===== config.mk =====
export PLATFORM = sky130hd
export DESIGN_NAME = txn_commit_monitor
export DESIGN_NICKNAME = d
export VERILOG_FILES = /design/src/rtl/txn_mon_pkg.sv /design/src/rtl/txn_depth_bank.sv /design/src/rtl/txn_retire_scan.sv /design/src/rtl/txn_fault_xlate.sv /design/src/rtl/txn_commit_monitor.sv
export SDC_FILE = /design/constraint.sdc
export NUM_CORES = 1
export LEC_CHECK = 0
export ABC_AREA = 1
export BUFFER_PORTS_ARGS = -buffer_cell sky130_fd_sc_hd__buf_2
export CORE_UTILIZATION = 30
export DETAILED_ROUTE_END_ITERATION = 16
export HOLD_SLACK_MARGIN = 0.12
export SYNTH_ARGS = -nofsm -noshare
export SYNTH_HDL_FRONTEND = slang
export SYNTH_SLANG_ARGS = --single-unit
export TNS_END_PERCENT = 1

===== constraint.sdc =====
create_clock -name clk_i -period 5.38 [get_ports clk_i]
set_clock_uncertainty 0.15 [all_clocks]
set_input_delay 0 -clock clk_i [delete_from_list [all_inputs] [get_ports clk_i]]
set_output_delay 0 -clock clk_i [all_outputs]
set_load 0.05 [all_outputs]

===== src/rtl/txn_mon_pkg.sv =====
package txn_mon_pkg;
    localparam int FAULT_W = 4;
    localparam logic [FAULT_W-1:0] FAULT_NONE = 4'd0;
    localparam logic [FAULT_W-1:0] FAULT_TXN  = 4'd1;

    typedef enum logic [2:0] {
        CAUSE_INVALID   = 3'd0,
        CAUSE_EXCEPTION = 3'd1,
        CAUSE_SIZE      = 3'd2,
        CAUSE_MEMORY    = 3'd3,
        CAUSE_OTHER     = 3'd4
    } fail_cause_e;
endpackage


===== src/rtl/txn_depth_bank.sv =====
module txn_depth_bank #(
    parameter int T     = 2,
    parameter int CNT_W = 6,
    parameter int TID_W = 1
) (
    input  logic             clk_i,
    input  logic             rst_ni,
    input  logic             wr_en_i,
    input  logic [TID_W-1:0] wr_tid_i,
    input  logic [CNT_W-1:0] wr_starts_i,
    input  logic [CNT_W-1:0] wr_stops_i,
    input  logic             clr_en_i,
    input  logic [TID_W-1:0] clr_tid_i,
    input  logic [TID_W-1:0] rd_tid_i,
    output logic [CNT_W-1:0] rd_starts_o,
    output logic [CNT_W-1:0] rd_stops_o,
    output logic [T-1:0]     in_txn_o
);
    logic [T-1:0][CNT_W-1:0] starts_d, starts_q, stops_d, stops_q;

    always_comb begin
        starts_d = starts_q;
        stops_d  = stops_q;
        if (wr_en_i) begin
            starts_d[wr_tid_i] = wr_starts_i;
            stops_d[wr_tid_i]  = wr_stops_i;
        end
        // abort has priority over same-cycle retirement
        if (clr_en_i) begin
            starts_d[clr_tid_i] = '0;
            stops_d[clr_tid_i]  = '0;
        end
    end

    always_ff @(posedge clk_i) begin
        if (!rst_ni) begin
            starts_q <= '0;
            stops_q  <= '0;
        end else begin
            starts_q <= starts_d;
            stops_q  <= stops_d;
        end
    end

    assign rd_starts_o = starts_q[rd_tid_i];
    assign rd_stops_o  = stops_q[rd_tid_i];

    for (genvar g = 0; g < T; g++) begin : g_status
        assign in_txn_o[g] = starts_q[g] > stops_q[g];
    end

    // an abort leaves the named thread with zeroed counters
    a_r7_clear_wins: assert property (@(posedge clk_i) disable iff (!rst_ni)
        clr_en_i |=> (starts_q[$past(clr_tid_i)] == '0 && stops_q[$past(clr_tid_i)] == '0));
endmodule


===== src/rtl/txn_retire_scan.sv =====
module txn_retire_scan
    import txn_mon_pkg::*;
#(
    parameter int W     = 2,
    parameter int CNT_W = 6,
    parameter int UID_W = 16
) (
    input  logic                      active_i,
    input  logic [CNT_W-1:0]          starts_i,
    input  logic [CNT_W-1:0]          stops_i,
    input  logic [W-1:0]              valid_i,
    input  logic [W-1:0]              start_i,
    input  logic [W-1:0]              stop_i,
    input  logic [W-1:0]              tagged_i,
    input  logic [W-1:0][FAULT_W-1:0] fault_i,
    input  logic [W-1:0][2:0]         cause_i,
    input  logic [W-1:0][UID_W-1:0]   uid_i,
    output logic [CNT_W-1:0]          starts_o,
    output logic [CNT_W-1:0]          stops_o,
    output logic                      mismatch_o,
    output logic                      fault_hit_o,
    output logic [FAULT_W-1:0]        fault_code_o,
    output logic [2:0]                fault_cause_o,
    output logic                      fault_tagged_o,
    output logic [UID_W-1:0]          fault_uid_o,
    output logic                      uid_hit_o,
    output logic [UID_W-1:0]          uid_o
);
    always_comb begin
        logic live;
        live           = active_i;
        starts_o       = starts_i;
        stops_o        = stops_i;
        mismatch_o     = 1'b0;
        fault_hit_o    = 1'b0;
        fault_code_o   = FAULT_NONE;
        fault_cause_o  = '0;
        fault_tagged_o = 1'b0;
        fault_uid_o    = '0;
        uid_hit_o      = 1'b0;
        uid_o          = '0;
        for (int i = 0; i < W; i++) begin
            if (live && valid_i[i]) begin
                if (fault_i[i] != FAULT_NONE) begin
                    // oldest fault wins; it and younger slots do not retire
                    fault_hit_o    = 1'b1;
                    fault_code_o   = fault_i[i];
                    fault_cause_o  = cause_i[i];
                    fault_tagged_o = tagged_i[i];
                    fault_uid_o    = uid_i[i];
                    live           = 1'b0;
                end else begin
                    if (start_i[i]) starts_o = starts_o + 1'b1;
                    if (tagged_i[i] != (starts_o > stops_o)) mismatch_o = 1'b1;
                    if (stop_i[i]) stops_o = stops_o + 1'b1;
                    if (start_i[i]) begin
                        uid_hit_o = 1'b1;
                        uid_o     = uid_i[i];
                    end
                end
            end
        end
    end
endmodule


===== src/rtl/txn_fault_xlate.sv =====
module txn_fault_xlate
    import txn_mon_pkg::*;
#(
    parameter int UID_W = 16
) (
    input  logic [FAULT_W-1:0] code_i,
    input  logic [2:0]         cause_i,
    input  logic               tagged_i,
    input  logic [UID_W-1:0]   uid_i,
    output logic [FAULT_W-1:0] code_o,
    output fail_cause_e        cause_o,
    output logic [UID_W-1:0]   uid_o
);
    always_comb begin
        code_o  = code_i;
        cause_o = fail_cause_e'(cause_i);
        uid_o   = uid_i;
        if (tagged_i && code_i != FAULT_NONE && code_i != FAULT_TXN) begin
            code_o  = FAULT_TXN;
            cause_o = CAUSE_EXCEPTION;
        end
    end
endmodule


===== src/rtl/txn_commit_monitor.sv =====
module txn_commit_monitor
    import txn_mon_pkg::*;
#(
    parameter int NUM_THREADS  = 2,
    parameter int COMMIT_WIDTH = 2,
    parameter int UID_W        = 16,
    parameter int CNT_W        = 6,
    parameter int ADDR_W       = 32,
    localparam int TID_W       = (NUM_THREADS > 1) ? $clog2(NUM_THREADS) : 1
) (
    input  logic                                 clk_i,
    input  logic                                 rst_ni,
    input  logic [TID_W-1:0]                     commit_tid_i,
    input  logic                                 commit_tid_valid_i,
    input  logic [COMMIT_WIDTH-1:0]              ret_valid_i,
    input  logic [COMMIT_WIDTH-1:0]              ret_start_i,
    input  logic [COMMIT_WIDTH-1:0]              ret_stop_i,
    input  logic [COMMIT_WIDTH-1:0]              ret_tagged_i,
    input  logic [COMMIT_WIDTH-1:0][FAULT_W-1:0] ret_fault_i,
    input  logic [COMMIT_WIDTH-1:0][2:0]         ret_cause_i,
    input  logic [COMMIT_WIDTH-1:0][UID_W-1:0]   ret_uid_i,
    input  logic                                 irq_pending_i,
    input  logic                                 abort_cmd_i,
    input  logic [TID_W-1:0]                     abort_tid_i,
    input  logic [2:0]                           abort_cause_i,
    input  logic [UID_W-1:0]                     abort_uid_i,
    input  logic                                 drain_req_i,
    input  logic                                 deact_req_i,
    input  logic [TID_W-1:0]                     deact_tid_i,
    output logic [NUM_THREADS-1:0]               in_txn_o,
    output logic                                 trap_valid_o,
    output logic [FAULT_W-1:0]                   trap_code_o,
    output logic [2:0]                           trap_cause_o,
    output logic [UID_W-1:0]                     trap_uid_o,
    output logic                                 irq_take_o,
    output logic                                 irq_clear_o,
    output logic                                 spin_guard_o,
    output logic                                 abort_valid_o,
    output logic [ADDR_W-1:0]                    abort_addr_o,
    output logic [3:0]                           abort_bytes_o,
    output logic [2:0]                           abort_attr_o,
    output logic [2:0]                           abort_cause_o,
    output logic [UID_W-1:0]                     abort_uid_o,
    output logic                                 last_uid_valid_o,
    output logic [UID_W-1:0]                     last_uid_o,
    output logic                                 check_err_o,
    output logic                                 drain_err_o,
    output logic                                 deact_err_o
);
    localparam logic [3:0] ABORT_BYTES = 4'd8;

    typedef struct packed {
        logic               trap_valid;
        logic [FAULT_W-1:0] trap_code;
        fail_cause_e        trap_cause;
        logic [UID_W-1:0]   trap_uid;
        logic               irq_take;
        logic               irq_clear;
        logic               spin_guard;
        logic               abort_valid;
        logic [2:0]         abort_cause;
        logic [UID_W-1:0]   abort_uid;
        logic               uid_valid;
        logic [UID_W-1:0]   uid;
        logic               check_err;
        logic               drain_err;
        logic               deact_err;
    } out_t;

    out_t out_d, out_q;

    logic [CNT_W-1:0]   cur_starts, cur_stops, new_starts, new_stops;
    logic               mismatch, fault_hit, fault_tagged, uid_hit, cur_in_txn;
    logic [FAULT_W-1:0] fault_code, xl_code;
    logic [2:0]         fault_cause;
    fail_cause_e        xl_cause;
    logic [UID_W-1:0]   fault_uid, xl_uid, scan_uid;

    txn_depth_bank #(.T(NUM_THREADS), .CNT_W(CNT_W), .TID_W(TID_W)) i_bank (
        .clk_i      (clk_i),
        .rst_ni     (rst_ni),
        .wr_en_i    (commit_tid_valid_i),
        .wr_tid_i   (commit_tid_i),
        .wr_starts_i(new_starts),
        .wr_stops_i (new_stops),
        .clr_en_i   (abort_cmd_i),
        .clr_tid_i  (abort_tid_i),
        .rd_tid_i   (commit_tid_i),
        .rd_starts_o(cur_starts),
        .rd_stops_o (cur_stops),
        .in_txn_o   (in_txn_o)
    );

    txn_retire_scan #(.W(COMMIT_WIDTH), .CNT_W(CNT_W), .UID_W(UID_W)) i_scan (
        .active_i      (commit_tid_valid_i),
        .starts_i      (cur_starts),
        .stops_i       (cur_stops),
        .valid_i       (ret_valid_i),
        .start_i       (ret_start_i),
        .stop_i        (ret_stop_i),
        .tagged_i      (ret_tagged_i),
        .fault_i       (ret_fault_i),
        .cause_i       (ret_cause_i),
        .uid_i         (ret_uid_i),
        .starts_o      (new_starts),
        .stops_o       (new_stops),
        .mismatch_o    (mismatch),
        .fault_hit_o   (fault_hit),
        .fault_code_o  (fault_code),
        .fault_cause_o (fault_cause),
        .fault_tagged_o(fault_tagged),
        .fault_uid_o   (fault_uid),
        .uid_hit_o     (uid_hit),
        .uid_o         (scan_uid)
    );

    txn_fault_xlate #(.UID_W(UID_W)) i_xlate (
        .code_i  (fault_code),
        .cause_i (fault_cause),
        .tagged_i(fault_tagged),
        .uid_i   (fault_uid),
        .code_o  (xl_code),
        .cause_o (xl_cause),
        .uid_o   (xl_uid)
    );

    assign cur_in_txn = commit_tid_valid_i && in_txn_o[commit_tid_i];

    always_comb begin
        out_d             = '0;
        out_d.trap_cause  = CAUSE_INVALID;
        out_d.trap_valid  = fault_hit;
        if (fault_hit) begin
            out_d.trap_code  = xl_code;
            out_d.trap_cause = xl_cause;
            out_d.trap_uid   = xl_uid;
        end
        out_d.irq_take    = irq_pending_i && !cur_in_txn;
        out_d.irq_clear   = irq_pending_i && cur_in_txn;
        out_d.spin_guard  = irq_pending_i && cur_in_txn;
        out_d.abort_valid = abort_cmd_i;
        if (abort_cmd_i) begin
            out_d.abort_cause = abort_cause_i;
            out_d.abort_uid   = abort_uid_i;
        end
        out_d.uid_valid = uid_hit;
        out_d.uid       = uid_hit ? scan_uid : '0;
        out_d.check_err = mismatch;
        out_d.drain_err = drain_req_i && (|in_txn_o);
        out_d.deact_err = deact_req_i && in_txn_o[deact_tid_i];
    end

    always_ff @(posedge clk_i) begin
        if (!rst_ni) begin
            out_q            <= '0;
            out_q.trap_cause <= CAUSE_INVALID;
        end else begin
            out_q <= out_d;
        end
    end

    assign trap_valid_o     = out_q.trap_valid;
    assign trap_code_o      = out_q.trap_code;
    assign trap_cause_o     = out_q.trap_cause;
    assign trap_uid_o       = out_q.trap_uid;
    assign irq_take_o       = out_q.irq_take;
    assign irq_clear_o      = out_q.irq_clear;
    assign spin_guard_o     = out_q.spin_guard;
    assign abort_valid_o    = out_q.abort_valid;
    assign abort_addr_o     = '0;
    assign abort_bytes_o    = out_q.abort_valid ? ABORT_BYTES : 4'd0;
    assign abort_attr_o     = out_q.abort_valid ? 3'b111 : 3'b000;
    assign abort_cause_o    = out_q.abort_cause;
    assign abort_uid_o      = out_q.abort_uid;
    assign last_uid_valid_o = out_q.uid_valid;
    assign last_uid_o       = out_q.uid;
    assign check_err_o      = out_q.check_err;
    assign drain_err_o      = out_q.drain_err;
    assign deact_err_o      = out_q.deact_err;

    // a pending interrupt is either taken or dropped, never both
    a_r4_irq_one_way: assert property (@(posedge clk_i) disable iff (!rst_ni)
        !(irq_take_o && irq_clear_o));
    // dropping an interrupt always raises the livelock guard
    a_r4_spin_with_clear: assert property (@(posedge clk_i) disable iff (!rst_ni)
        irq_clear_o |-> spin_guard_o);
    // with no retirement and no abort the status is held
    a_r2_idle_hold: assert property (@(posedge clk_i) disable iff (!rst_ni)
        (!commit_tid_valid_i && !abort_cmd_i) |=> $stable(in_txn_o));
    // a tagged slot-0 fault always traps as a transactional failure
    a_r5_slot0_rewrite: assert property (@(posedge clk_i) disable iff (!rst_ni)
        (commit_tid_valid_i && ret_valid_i[0] && ret_tagged_i[0] &&
         ret_fault_i[0] != FAULT_NONE) |=> (trap_valid_o && trap_code_o == FAULT_TXN));
    // draining with a transactional thread is flagged
    a_r9_drain_flag: assert property (@(posedge clk_i) disable iff (!rst_ni)
        (drain_req_i && (|in_txn_o)) |=> drain_err_o);
endmodule


# == Word level (Yosys, flattened, before mapping) ==
# Index checks and enable logic that the tools add are counted.
# word_totals
latch_bits,0
memories,0
wordCells,139
romBits,0
mem_bits_rw,0
regBits,90
inputBits,83
# op_classes
mul,0
shifts,0
n_reduce_logical,20
mux,78
eq_ne,3
n_lt_le_gt_ge,9
bitwise,5
div,0
add_sub_neg,4
# op_table
operator,n
16-bit 2-to-1 mux,10
6-bit 2-to-1 mux,22
12-bit 2-to-1 mux,4
1-bit 2-to-1 mux,28
6-bit by 1-bit adder with 6-bit output (second input constant),4
12-bit AND,2
12-bit bitwise mux,2
6-bit greater-than comparator,4
4-bit 2-to-1 mux,5
3-bit 2-to-1 mux,5
6-bit demux with 1-bit select,2
12-bit inverter,1
4-bit nonzero test,3
1-bit logical AND,11
1-bit by 2-bit less-than comparator with 1-bit output (second input constant),3
2-bit AND reduction,3
4-bit by 1-bit != test with 1-bit output (second input constant),1
3-bit OR reduction,1
1-bit >= comparator (second input constant),2
1-bit != test,2
1-bit inverter,2
2-bit OR reduction,1
1-bit logical NOT,1

# == Logic depth before layout (Yosys ltp) ==
# Gate-level depths: netlist of run 1.
# depth
ltp_word,18
depth_mapped,24

# == By module ==
# From an unflattened synthesis of run 1, not the netlist that was laid out.
# hier_totals
hier_cells,808
hier_area_um2,5540.3
# modules_own_cells
mod,cells_per_inst,area_each_um2,instances
txn_commit_monitor,253,2238.4,1
txn_retire_scan,332,1657.8,1
txn_depth_bank,190,1451.4,1
txn_fault_xlate,33,192.7,1

# == Worst setup path before layout of run 1 ==
# OpenSTA, ideal clock, no wires.
# synth_timing
path_kind,reg-to-reg
startpoint,register i_bank.starts_q[6] in the netlist's numbering
endpoint,"register out_q, in the netlist check_err_o"
path_slack_ns,2.696
path_stages_with_launch,23
required_time_ns,5.160
period_less_slack_ns,2.684
arrival_ns,2.465
path_cell_list,dfxtp_1 nand2_1 nand2_2 ha_1 nand2_1 nand2_1 nand2_1 nand2_2 ha_1 nand2_1 a21oi_1 nand2_1 nand2_1 nand2_1 ha_1 nand2_1 nor2_1 o21ai_0 o211ai_1 nand2_1 a21oi_1 o21ai_0 a21oi_1
# synth_via
elab_chain_cells,17
word_cells_on_any_way,22
# synth_rtl
element,line,source
from (decl),txn_depth_bank.sv:19,"logic [T-1:0][CNT_W-1:0] starts_d, starts_q, stops_d, stops_q;"
from (signal assigned),txn_depth_bank.sv:40,starts_q <= starts_d;
6-bit 2-to-1 mux (implied by the code) (*) (2 in series),txn_depth_bank.sv:45,assign rd_starts_o = starts_q[rd_tid_i];
6-bit by 1-bit adder with 6-bit output,txn_retire_scan.sv:53,if (start_i[i]) starts_o = starts_o + 1'b1;
6-bit 2-to-1 mux,txn_retire_scan.sv:53,
6-bit 2-to-1 mux,txn_retire_scan.sv:44,if (fault_i[i] != FAULT_NONE) begin
6-bit 2-to-1 mux,txn_retire_scan.sv:43,if (live && valid_i[i]) begin
6-bit 2-to-1 mux,txn_retire_scan.sv:44,
6-bit 2-to-1 mux,txn_retire_scan.sv:43,
6-bit by 1-bit adder with 6-bit output,txn_retire_scan.sv:53,
6-bit 2-to-1 mux,txn_retire_scan.sv:53,
6-bit 2-to-1 mux,txn_retire_scan.sv:44,
6-bit 2-to-1 mux,txn_retire_scan.sv:43,
6-bit greater-than comparator,txn_retire_scan.sv:54,if (tagged_i[i] != (starts_o > stops_o)) mismatch_o = 1'b1;
1-bit != test,txn_retire_scan.sv:54,
1-bit 2-to-1 mux,txn_retire_scan.sv:54,
1-bit 2-to-1 mux,txn_retire_scan.sv:44,
1-bit 2-to-1 mux (*),txn_retire_scan.sv:43,
to (signal assigned),txn_commit_monitor.sv:158,out_q <= out_d;
to (decl),txn_commit_monitor.sv:70,"out_t out_d, out_q;"
# Mark *: on every way between the ends. The rest lies on a longest branch, timed or not. The select of a mux whose other input is x is not followed.
# A chain may end at the register's enable or synchronous reset.

# == Worst setup path in the final report of run 1 ==
# layout_timing
startpoint,input commit_tid_i
endpoint,"register out_q, in the netlist check_err_o"
# layout_via
elab_chain_cells,17
word_cells_on_any_way,28
# layout_rtl
element,line,source
from (decl),txn_commit_monitor.sv:13,"input logic [TID_W-1:0] commit_tid_i,"
6-bit 2-to-1 mux (implied by the code) (2 in series),txn_depth_bank.sv:45,
6-bit by 1-bit adder with 6-bit output,txn_retire_scan.sv:53,
6-bit 2-to-1 mux,txn_retire_scan.sv:53,
6-bit 2-to-1 mux,txn_retire_scan.sv:44,
6-bit 2-to-1 mux,txn_retire_scan.sv:43,
6-bit 2-to-1 mux,txn_retire_scan.sv:44,
6-bit 2-to-1 mux,txn_retire_scan.sv:43,
6-bit by 1-bit adder with 6-bit output,txn_retire_scan.sv:53,
6-bit 2-to-1 mux,txn_retire_scan.sv:53,
6-bit 2-to-1 mux,txn_retire_scan.sv:44,
6-bit 2-to-1 mux,txn_retire_scan.sv:43,
6-bit greater-than comparator,txn_retire_scan.sv:54,
1-bit != test,txn_retire_scan.sv:54,
1-bit 2-to-1 mux,txn_retire_scan.sv:54,
1-bit 2-to-1 mux,txn_retire_scan.sv:44,
1-bit 2-to-1 mux (*),txn_retire_scan.sv:43,
# Marked as above.

==> reports/summary.txt, run 1 <==
Most common cell after layout, fill and taps aside = buf_2
Die width = 131 um
Initial core utilization = 31.1%
Clock transition at path regs = 70 ps
Worst hold path type = in2reg
Crit path from = commit_tid_i
All-layer global routing usage = 18.1%
Post-synth cell types = 35
Pin count of the biggest net entering global routing = 39
Setup WS pre-CTS = 2240 ps
Detailed-route via count = 5,278
Post-CTS Setup Repair Bufs = 0
DP Area = 5770 um^2
Violation count after the first detailed-route iteration = 258
Crit path launch type = primary input
Worst setup endpoint = check_err_o
Final Cycle Share = 72.6%
Slew Viols, Final = 0
Area grow syn2layout = 43.7%
Synth warn = 0
Half-perimeter wire length after placement = 11.2 mm
Site Rows = 46
DR pass1 iterations = 4
Gpl congestion = 0.854
Setup crit end kind = flop
IO Port Bufs = 155
Avg Vias per Cell = 4.45
Reg2Reg Launch Point = i_bank.starts_q[6]
Die area = 17,100 um^2
Final hold vios = 0
Core ar. = 16,100 um^2
Max-Cap Viols = 0
CTS buffer count = 9
Post-CTS sizing = 0
Syn avg cell area = 7.00 um^2
Seq cells post-synth = 90
Post-Syn Instances = 712
Largest cells by area after synthesis = dfxtp_1 36%, nand2_1 9.9%, inv_1 9.0%
Synth top area share = 36.1%
Cell accounting for the most synthesized area = dfxtp_1
Layout cell share with drive strength beyond 1 = 20.2%
Total leakage power = 3.79 nW
Die height = 131 um
Root buffer cell = clkbuf_16
Req. time, crit path = 5510 ps
Arrival time of the worst setup path = 4040 ps
Global route overflow = 0
DRC violations left = 0
Vias in the first global route = 4,879
Initial antenna violation count = 2
WHS = 174 ps
Clock buffer depth = 2
Final instance area = 7170 um^2
R2R Setup Slk = 1840 ps
Total of fill cells in the finished design = 1,591
Crit-path slowest cell = dlygate4sd3_1
Mapped Area = 4990 um^2
F_max = 256 MHz
Setup WS post-layout = 1470 ps
Crit path kind = in2reg
First-pass GRT wire length = 23.8 mm
P per Cell Area = 248 nW/um^2
Seq/Total Area, Yosys = 36.1%
Critical Path Stages = 26
Post-route ant nets = 0
Worst stage delay on the critical path = 560 ps
CP Buf/Inv Count = 4
Final wirelength = 15.5 mm
H-tree depth = 3
Area of the multi-input gates = 2450 um^2
Layout net count = 1,073
Sequential cell area = 1800 um^2
Reg-to-reg critical path endpoint = check_err_o
Hold Crit Start = ret_fault_i[6]
Io pins = 191
Peak supply drop = 0.172 mV
RSZ-0062 raised after global routing = no
Outcome = complete, no violations
Max Fanout on Critical Path = 25
Commonest non-fill, non-tap cells in the layout = 155 x buf_2, 132 x nand2_1, 119 x inv_1
Cell repeated most along the worst path = nand2_1
R2r worst-path depth = 23
Slew headroom = 26.7%
Worst skew pair latency = 340 ps
Setup TNS = 0 ps
Clock sink count = 90
Final setup viols = 0
Slew @ Worst Pin = 1100 ps
Top delay family on crit path = buffers and inverters
TritonCTS clock tree = done
Final Critical Period = 3910 ps
Routed wire per std cell = 13.1 um
## repair_timing
| item | 4_1_cts | 5_1_grt |
|---|---|---|
| hold endpoints to repair | 82 | 0 |
| hold buffers | 109 | 0 |
| endpoints found under the setup margin | 0 | 0 |
## registers in the layout (all words and copies together), names as in the netlist, 3 cells and up
signal,cells
abort_uid_o,16
i_bank.stops_q,12
trap_code_o,4
abort_cause_o,3
trap_cause_o,3
i_bank.starts_q,12
last_uid_o,16
trap_uid_o,16
## cell usage after synthesis, drive strengths merged
cell type / instances
xor2: 3
o21bai: 2
buf: 44
inv: 125
a31oi: 1
xnor2: 2
or2: 1
conb: 1
nand2: 140
a32oi: 1
a211oi: 21
nand4: 5
a21oi: 37
o22ai: 3
dfxtp: 90
clkbuf: 15
ha: 28
nand3: 27
nor2: 78
o21ai: 79
o211ai: 7
clkinv: 1
o2111ai: 1
## where the power goes
part	internal [mW]	leakage, nW	switching [mW]
logic	0.139	2.91	0.293
registers	0.689	0.733	0.0101
clock network	0.365	0.144	0.279
total	1.19	3.79	0.582
## through the flow
stage	utilization, %	cells	total power [mW]
final	44.6	1185	1.78
after global routing	44.6	1185	1.86
after CTS	44.6	1183	1.78
after detailed placement	35.9	1058	1.09
after global placement	35.9	1058	1.09
after floorplan	-	746	1.01
## final cells by class
type	instances	area share (%)
clock buffer	10	3.20
clock inverter	6	1.01
sequential	90	25.1
tap	216	3.77
timing repair buffer	264	26.1
inverter	126	6.60
antenna	2	0.0698
multi-input combinational	471	34.2
## worst min-delay path by stage
stage	to	slack (ps)	depth (start not counted)
final	i_bank.starts_q[3]	170	8
after global routing	i_bank.starts_q[3]	240	8
after CTS	i_bank.starts_q[3]	170	8
after detailed placement	deact_err_o	50	2
after global placement	deact_err_o	50	2
after floorplan	deact_err_o	-60	1
## logic make-up after synthesis
family | count (synthesis) | share of synthesized area (%)
and+or+nand+nor | 251 | 20.9
other | 1 | 0.0752
buffers and inverters | 185 | 17.3
AOI/OAI and AO/OA | 152 | 17.5
xor gates and xnor gates | 5 | 1.03
DFF | 90 | 36.1
adders and majority gates | 28 | 7.03
## worst register-to-register path: stages, from the launching register on
cell	delay, ps
dfxtp_1	330
nand2_1	120
nand2_2	90
ha_1	280
nand2_1	40
nand2_1	90
nand2_1	70
nand2_2	120
ha_1	150
nand2_1	70
a21oi_1	160
nand2_1	70
nand2_1	60
nand2_1	70
ha_1	270
nand2_1	60
nor2_1	130
o21ai_0	100
o211ai_1	90
nand2_1	80
a21oi_1	120
o21ai_0	90
a21oi_1	120
dlygate4sd3_1	560
## layer usage
metal / vias to the layer above / track usage, % / wire length [um]
met1: 2367 / 20.4 / 6660
li1: 2690 / - / -
met2: 192 / 32.5 / 7380
met4: 0 / 8.99 / 516
met5: - / 0 / 0
met3: 29 / 3.46 / 949
Note: power is estimated with default switching activity, not from simulation.
==> run 2, diff against run 1 <==
==> constraint.sdc (replaced) <==
create_clock -name clk_i -period 3.85 [get_ports clk_i]
set_clock_uncertainty 0.15 [all_clocks]
set_input_delay 0 -clock clk_i [delete_from_list [all_inputs] [get_ports clk_i]]
set_output_delay 0 -clock clk_i [all_outputs]
set_load 0.05 [all_outputs]
==> reports/summary.txt, run 2 (synthesis results as in run 1) <==
Most common cell after layout, fill and taps aside = buf_2
Slew @ Worst Pin = 685 ps (-412 ps)
Clock transition at path regs = 70 ps (about the same)
Final Critical Period = 3540 ps
Peak supply drop = 0.264 mV (+54%)
Max Fanout on Critical Path = 6 (-76%)
Final Cycle Share = 92.0%
Area grow syn2layout = 45.3%
Crit path from = commit_tid_i
Pin count of the biggest net entering global routing = 39 (unchanged)
Die area = 17,100 um^2 (unchanged)
TritonCTS clock tree = done
Worst hold path type = in2reg
Setup WS pre-CTS = 945 ps (-1290 ps)
Power Total = 2.55 mW (+43%)
Half-perimeter wire length after placement = 11.2 mm (-0.33%)
Io pins = 191 (unchanged)
WHS = 130 ps (-43.6 ps)
Reg-to-reg critical path endpoint = check_err_o
DR pass1 iterations = 4 (unchanged)
Setup TNS = 0 ps (unchanged)
CTS buffer count = 9 (unchanged)
R2r worst-path depth = 23 (unchanged)
Global route overflow = 0 (unchanged)
Clock sink count = 90 (unchanged)
IO Port Bufs = 155 (unchanged)
Die height = 131 um (unchanged)
First-pass GRT wire length = 23.5 mm (-1.3%)
F_max = 282 MHz
Initial core utilization = 31.1% (unchanged)
Post-route ant nets = 0 (unchanged)
Final wirelength = 15.6 mm (+0.83%)
Crit path kind = in2reg
Die width = 131 um (unchanged)
P per Cell Area = 351 nW/um^2 (+42%)
Avg Vias per Cell = 4.50 (+1.0%)
WHS Endpoint = i_bank.starts_q[3]
Outcome = complete, no violations
Setup crit end kind = flop
Violation count after the first detailed-route iteration = 286 (+11%)
Total of fill cells in the finished design = 1,545 (-2.9%)
Req. time, crit path = 3980 ps (-1530 ps)
Slew headroom = 54.2% (+28 points)
Total leakage power = 3.83 nW (+0.99%)
Slew Viols, Final = 0 (unchanged)
DP Area = 5790 um^2 (+0.39%)
Worst skew pair latency = 340 ps (about the same)
Layout net count = 1,075 (+0.19%)
Setup WS post-layout = 308 ps (-1170 ps)
Final hold vios = 0 (unchanged)
R2R Setup Slk = 350 ps (-1490 ps)
Detailed-route via count = 5,336 (+1.1%)
Placed cells = 1,061 (+0.28%)
Hold Crit Depth = 8 (unchanged)
Initial antenna violation count = 1 (-1)
DRC violations left = 0 (unchanged)
Hold Crit Start = ret_valid_i[0]
Final setup viols = 0 (unchanged)
Final instance area = 7250 um^2 (+1.1%)
Max-Cap Viols = 0 (unchanged)
Layout cell share with drive strength beyond 1 = 21.7% (+1.5 points)
Commonest non-fill, non-tap cells in the layout = 154 x buf_2, 129 x nand2_1, 119 x inv_1
Crit path launch type = primary input
Gpl congestion = 0.893 (+4.5%)
H-tree depth = 3 (unchanged)
Sequential cell area = 1800 um^2 (unchanged)
Site Rows = 46 (unchanged)
All-layer global routing usage = 17.9% (-0.22 points)
Core ar. = 16,100 um^2 (unchanged)
Routed wire per std cell = 13.2 um (+0.74%)
Core Util, Final = 45.1% (+0.51 points)
Root buffer cell = clkbuf_16
Reg2Reg Launch Point = i_bank.starts_q[6]
Area of the multi-input gates = 2490 um^2 (+1.7%)
Finished Layout Cells = 1,186 (+0.084%)
Arrival time of the worst setup path = 3670 ps (-370 ps)
Clock buffer depth = 2 (unchanged)
Vias in the first global route = 4,881 (+0.041%)
run 2: changes by cell type in the layout (fill, tap and decap cells not counted), moves of 2 or more:
cell,delta
a21oi_2,+2
o21ai_2,+2
nand2_1,-3
a21oi_1,-2
o21ai_0,-3
dlygate4sd3_1,-2
nand2_2,+2
buf_4,+4
run 2: report_power, final:
| group | leakage, nW | internal [mW] | switching, mW |
|---|---|---|---|
| Clock | 0.156 | 0.573 | 0.384 |
| Combinational | 2.94 | 0.197 | 0.416 |
| Sequential | 0.733 | 0.963 | 0.0142 |
| Total | 3.83 | 1.73 | 0.814 |
run 2: what timing repair did:
item,4_1_cts,5_1_grt
resized for setup,0,17
hold endpoints to repair,79,0
setup buffers,0,1
endpoints found under the setup margin,0,1
hold buffers,107,0
run 2: how the worst max path moves through the flow:
stage / slack, ps / to / cells after the start
floorplan: 1170 / check_err_o / 22
global placement: 1000 / check_err_o / 22
detailed placement: 940 / check_err_o / 22
CTS: 310 / check_err_o / 18
global route: -4 / check_err_o / 26
finish: 310 / check_err_o / 25
run 2: critical path: stages:
cell and delay [ps]:
dlygate4sd3_1 540, buf_4 170, nand2_1 110, nand2_2 90
ha_1 280, nand2_1 50, nand2_1 80, nand2_1 60
nand2_2 80, ha_1 140, nand2_1 120, a21oi_2 160
nand2_1 70, nand2_1 60, nand2_1 70, ha_1 280
nand2_1 70, nor2_2 120, o21ai_0 90, o211ai_1 80
nand2_1 100, a21oi_2 110, o21ai_1 70, a21oi_1 120
dlygate4sd3_1 550
run 2: per-layer routing:
layer / GRT usage [%] / share of wire, % / up-vias
met5: 0 / 0 / -
met4: 9.47 / 3.6 / 0
met3: 3.66 / 6.7 / 36
met2: 32.0 / 48 / 206
met1: 19.9 / 42 / 2389
li1: - / - / 2705
run 2: area by class of cell:
class	instances	share of cell area, %
Tap cell	216	3.73
Inverter	126	6.56
Multi-Input combinational cell	471	34.4
Antenna cell	1	0.0345
Sequential cell	90	24.9
Timing Repair Buffer	266	26.0
Clock inverter	7	1.36
Clock buffer	9	3.11
